===== config.mk =====
export PLATFORM = sky130hd
export DESIGN_NAME = dma_irq_hub
export DESIGN_NICKNAME = d
export VERILOG_FILES = /design/src/rtl/dma_irq_pkg.sv /design/src/rtl/irq_bank.sv /design/src/rtl/irq_line.sv /design/src/rtl/dma_irq_hub.sv
export SDC_FILE = /design/constraint.sdc
export NUM_CORES = 1
export LEC_CHECK = 0
export BUFFER_PORTS_ARGS = -buffer_cell sky130_fd_sc_hd__buf_2
export CORE_ASPECT_RATIO = 0.75
export CORE_UTILIZATION = 50
export CTS_BUF_LIST = sky130_fd_sc_hd__clkbuf_4
export DETAILED_ROUTE_END_ITERATION = 10
export PLACE_DENSITY = 0.77
export SLEW_MARGIN = 20
export SYNTH_ARGS = -nofsm -noshare
export SYNTH_HDL_FRONTEND = slang
export SYNTH_SLANG_ARGS = --single-unit
export TNS_END_PERCENT = 30

===== constraint.sdc =====
create_clock -name clk -period 2.6 [get_ports clk]
set_input_delay 0.13 -clock clk [delete_from_list [all_inputs] [get_ports clk]]
set_output_delay 0.13 -clock clk [all_outputs]
set_load 0.01 [all_outputs]

===== src/rtl/dma_irq_pkg.sv =====
package dma_irq_pkg;
  localparam int GRP_CH  = 8;
  localparam int FLD_W   = 4;
  localparam int WORD_W  = 32;
  localparam int OFS_EN  = 'h00;
  localparam int OFS_ST  = 'h10;
  localparam int OFS_BSY = 'h30;
  localparam logic [WORD_W-1:0] FLD_MASK = 32'h7777_7777;
endpackage


===== src/rtl/irq_bank.sv =====
module irq_bank
  import dma_irq_pkg::*;
(
  input  logic              clk,
  input  logic              rst,
  input  logic [GRP_CH-1:0] ev_half,
  input  logic [GRP_CH-1:0] ev_pkt,
  input  logic [GRP_CH-1:0] ev_queue,
  input  logic              en_wr,
  input  logic              st_wr,
  input  logic [WORD_W-1:0] wdata,
  output logic [WORD_W-1:0] en_q,
  output logic [WORD_W-1:0] st_q,
  output logic              hit
);
  logic [WORD_W-1:0] ev_vec;
  logic [WORD_W-1:0] clr_vec;

  genvar c;
  generate
    for (c = 0; c < GRP_CH; c++) begin : g_fld
      assign ev_vec[c*FLD_W +: FLD_W] = {1'b0, ev_queue[c], ev_pkt[c], ev_half[c]};
    end
  endgenerate

  assign clr_vec = st_wr ? (wdata & FLD_MASK) : '0;

  always_ff @(posedge clk) begin
    if (rst) begin
      en_q <= '0;
      st_q <= '0;
    end else begin
      if (en_wr) en_q <= wdata & FLD_MASK;
      // a new event wins over a clear in the same cycle
      st_q <= (st_q & ~clr_vec) | ev_vec;
    end
  end

  assign hit = |(en_q & st_q);
endmodule


===== src/rtl/irq_line.sv =====
module irq_line #(
  parameter int NHIT = 2
) (
  input  logic            clk,
  input  logic            rst,
  input  logic [NHIT-1:0] hits,
  output logic            irq
);
  always_ff @(posedge clk) begin
    if (rst) irq <= 1'b0;
    else     irq <= |hits;
  end
endmodule


===== src/rtl/dma_irq_hub.sv =====
module dma_irq_hub
  import dma_irq_pkg::*;
#(
  parameter int NUM_CH = 16,
  parameter int ADDR_W = 8
) (
  input  logic              clk,
  input  logic              rst,
  input  logic [NUM_CH-1:0] evt_half,
  input  logic [NUM_CH-1:0] evt_pkt,
  input  logic [NUM_CH-1:0] evt_queue,
  input  logic [NUM_CH-1:0] ch_active,
  input  logic              bus_wr,
  input  logic [ADDR_W-1:0] bus_addr,
  input  logic [31:0]       bus_wdata,
  output logic [31:0]       bus_rdata,
  output logic              irq
);
  localparam int NGRP  = NUM_CH / GRP_CH;
  localparam int ALL_W = NUM_CH * FLD_W;

  logic [ALL_W-1:0] en_all;
  logic [ALL_W-1:0] st_all;
  logic [NGRP-1:0]  grp_hit;
  logic [31:0]      rd_next;

  genvar g;
  generate
    for (g = 0; g < NGRP; g++) begin : g_bank
      logic en_wr, st_wr;
      assign en_wr = bus_wr && (int'(bus_addr) == OFS_EN + 4*g);
      assign st_wr = bus_wr && (int'(bus_addr) == OFS_ST + 4*g);
      irq_bank u_bank (
        .clk      (clk),
        .rst      (rst),
        .ev_half  (evt_half [g*GRP_CH +: GRP_CH]),
        .ev_pkt   (evt_pkt  [g*GRP_CH +: GRP_CH]),
        .ev_queue (evt_queue[g*GRP_CH +: GRP_CH]),
        .en_wr    (en_wr),
        .st_wr    (st_wr),
        .wdata    (bus_wdata),
        .en_q     (en_all[g*WORD_W +: WORD_W]),
        .st_q     (st_all[g*WORD_W +: WORD_W]),
        .hit      (grp_hit[g])
      );
    end
  endgenerate

  irq_line #(.NHIT(NGRP)) u_line (
    .clk  (clk),
    .rst  (rst),
    .hits (grp_hit),
    .irq  (irq)
  );

  always_comb begin
    rd_next = '0;
    for (int k = 0; k < NGRP; k++) begin
      if (int'(bus_addr) == OFS_EN + 4*k) rd_next = en_all[k*WORD_W +: WORD_W];
      if (int'(bus_addr) == OFS_ST + 4*k) rd_next = st_all[k*WORD_W +: WORD_W];
    end
    if (int'(bus_addr) == OFS_BSY) rd_next[NUM_CH-1:0] = ch_active;
  end

  always_ff @(posedge clk) begin
    if (rst) bus_rdata <= '0;
    else     bus_rdata <= rd_next;
  end
endmodule


==> impl_metrics.csv <==
group,metric,value,unit
cts,cts.clk_slew.worst_paths,0.11,ns
cts,cts_tree,"yes",
critical_path,slowest_stage,"dlygate4sd3_1",
cts,cts_root_buf,"clkbuf_4",
finish,drive_above_1_share,20.3,%
floorplan,rows,32,
routing,wl_per_cell,17.5,µm
finish,utilization,72.3,%
sta,finClkSkew,0.0219,ns
grt,first_global_vias,5828,
routing,drt_iter0_drc,687,
grt,grt-ovfl-total,0,
yosys,synthArstFlopShare,0,%
placement,io_buffers,127,
sta,post-route-period-util,79.2,%
finish,area_growth,39.2,%
cts,clk_latency,0.54,ns
worst_hold_path,hold_class,"input port to register",
power_and_ir_drop,p_comb_share,11.2,%
job,cap_violations,0,
critical_path,worst_ep_required_time,3.03,ns
cts,clock_sinks,125,
critical_path,critical_path_class,"input port to register",
grt,antenna_found_initial,0,
sta,tightest_slew,0.848,ns
floorplan,fp.dieH,91.9,µm
sta,timing_max_transition_violations_final,0,
power_and_ir_drop,p_switching,980,µW
floorplan,fp.dieArea,11200,µm²
yosys,synth_seq_cells,125,
yosys,syn_area,5390,µm²
floorplan,initial_utilization,52.0,%
power_and_ir_drop,p_per_area,512,nW/µm²
grt,grt_use_total,33.1,%
placement,place_congestion,0.931,
placement,dpl.hpwl,11100,µm
sta,relSlewSlack,43.5,%
yosys,netlist-cell-type-count,43,
yosys,syn_inst,648,
sta,setup_viol,0,
routing,drcViolationCount,0,
power_and_ir_drop,sw_frac_of_total,25.5,%
run_status,status,"finished, final reports clean",
floorplan,core_area,10400,µm²
power_and_ir_drop,intPower,2.86,mW
routing,num_vias,5846,
floorplan,die_x,122,µm
yosys,syn_avg_cell_area,8.32,µm²
cts,clock_path_buffers,2,
routing,firstDrtPassIters,5,
floorplan,top_level_ports,140,
yosys,synth_edf_count,0,
critical_path,critPathArrivalTime,2.49,ns
grt,grt_pass1_wl,28300,µm
finish,final_cells,1027,
placement,placed_cells,883,
power_and_ir_drop,seqPwrFrac,52.7,%
sta,hold_viol_final,0,
cts,numCtsBuffers,17,
yosys,yosysWarnings,0,
yosys,synth_top_area_share,46.4,%
critical_path,worstSetupStartpointType,"input port",
critical_path,r2r_setup_slack,1.11,ns
grt,grt_max_degree,110,
yosys,synth_flop_cell,"dfxtp_1",
finish,fin_nets,985,
sta,fmax,486,MHz
critical_path,end_kind,"register",
cts,cts_resized,0,
yosys,synth_most_common_cell,"dfxtp_1",
yosys,yosysTopAreaCell,"dfxtp_1",
yosys,ys_top_cells_by_area,"dfxtp_1 (46%), a21oi_1 (7.1%), o21ai_0 (6.5%)",
sta,holdWs,0.0620,ns
power_and_ir_drop,clock_power_share,36.0,%
sta,grt_setup_unrepaired,"no",
critical_path,cpPeakStageDelay,0.59,ns
power_and_ir_drop,leakagePower,3.15,nW
sta,period_needed,2.06,ns
critical_path,cp_cell_sequence,"buf_2 > buf_4 > nor4b_1 > nand2_1 > buf_4 > o21ai_0 > a21oi_1 > dlygate4sd3_1",
power_and_ir_drop,peakVddDrop,0.410,mV
yosys,yosys-top-cells-count,"dfxtp_1 (125), nand2_1 (83), a21oi_1 (76)",
critical_path,crit_top_cell,"buf_4",
routing,ant_nets,0,
routing,wl,18000,µm
sta,setup-tns-final,0,ns
finish,antenna_cells,0,
routing,viasPerCell,5.69,
cts,cts_max_level,4,
yosys,ys_seq_area_share,46.4,%
critical_path,critical_path.max_fanout,47,
power_and_ir_drop,p_total,3.84,mW
## layout by cell type (no fill, tap or decap), types with 5 or more instances in the layout
cell type | synthesis | layout
inv_1 | 48 | 48
nand2_1 | 83 | 83
buf_4 | 6 | 17
dfxtp_1 | 125 | 125
dlygate4sd3_1 | 0 | 112
nand3_1 | 9 | 9
a2bb2oi_1 | 11 | 11
a311oi_1 | 8 | 8
a22o_1 | 8 | 8
mux2i_1 | 24 | 24
clkbuf_4 | 0 | 18
a22oi_1 | 27 | 27
buf_2 | 4 | 126
nor2b_1 | 9 | 9
a221oi_1 | 8 | 8
a31oi_1 | 5 | 5
a21oi_1 | 76 | 76
and2_1 | 5 | 5
nor2_1 | 45 | 45
o21ai_0 | 70 | 70
## registers in the layout, indices dropped and copies added (netlist names)
| name | flops |
|---|---|
| g_bank.u_bank.en_q | 48 |
| g_bank.u_bank.st_q | 48 |
| u_line.irq | 1 |
| bus_rdata | 28 |
## metal layers
metal  GRT usage, %  routed length [µm]  up-vias  share of wire (%)
met5              0                   0        -                  0
met4           14.3                 410        0                2.3
met3           9.64                2000       52                 11
met2           54.6                8430      357                 47
met1           39.9                7170     2714                 40
li1               -                   -     2723                  -
## what timing repair did
item                                    in CTS  in global routing
hold buffers                               112                  0
endpoints found under the setup margin       0                  0
buffers inserted                             0                  0
hold endpoints to repair                   112                  0
## cell type report
| class | count | area [µm²] |
|---|---|---|
| Sequential cell | 125 | 2500 |
| Clock inverter | 14 | 151 |
| Clock buffer | 18 | 135 |
| Multi-Input combinational cell | 430 | 2470 |
| Fill cell | 779 | 2870 |
| Timing Repair Buffer | 256 | 1890 |
| Tap cell | 136 | 170 |
| Inverter | 48 | 180 |
## stage by stage
stage,instance area (µm²),worst slack [ns]
3_3_place_gp,6090,0.635
3_5_place_dp,6090,0.563
5_1_grt,7500,0.421
2_1_floorplan,5400,0.948
6_report,7500,0.541
4_1_cts,7500,0.626
## cells by family after synthesis
| group | synth area share, % |
|---|---|
| AOI/OAI and AO/OA | 25.1 |
| and+or+nand+nor | 16.1 |
| buffers and inverters | 7.89 |
| other | 0.0696 |
| DFF | 46.4 |
| muxes | 4.46 |
## power by group through the flow
stage	clock, mW	combinational (mW)	sequential [mW]
2_1_floorplan	0	0.149	2.04
4_1_cts	1.39	0.413	2.02
3_3_place_gp	0	0.264	2.06
5_1_grt	1.49	0.468	2.03
6_report	1.38	0.431	2.02
3_5_place_dp	0	0.276	2.07
## worst paths after layout
check | startpoint | end | cells past startpoint
setup / recovery | bus_addr[2] | g_bank[1].u_bank.st_q[10] | 8
hold / removal | bus_addr[5] | bus_rdata[6] | 3
setup reg to reg | g_bank[1].u_bank.st_q[16] | u_line.irq | 4
hold reg to reg | g_bank[0].u_bank.en_q[18] | g_bank[0].u_bank.en_q[18] | 2
## worst max-delay path: cells and delay by family
kind	cells	cell delay (ns)
compound gates	2	0.36
buf+inv	4	1.55
simple gates	2	0.43
No activity file was read; power rests on OpenSTA's default activity.
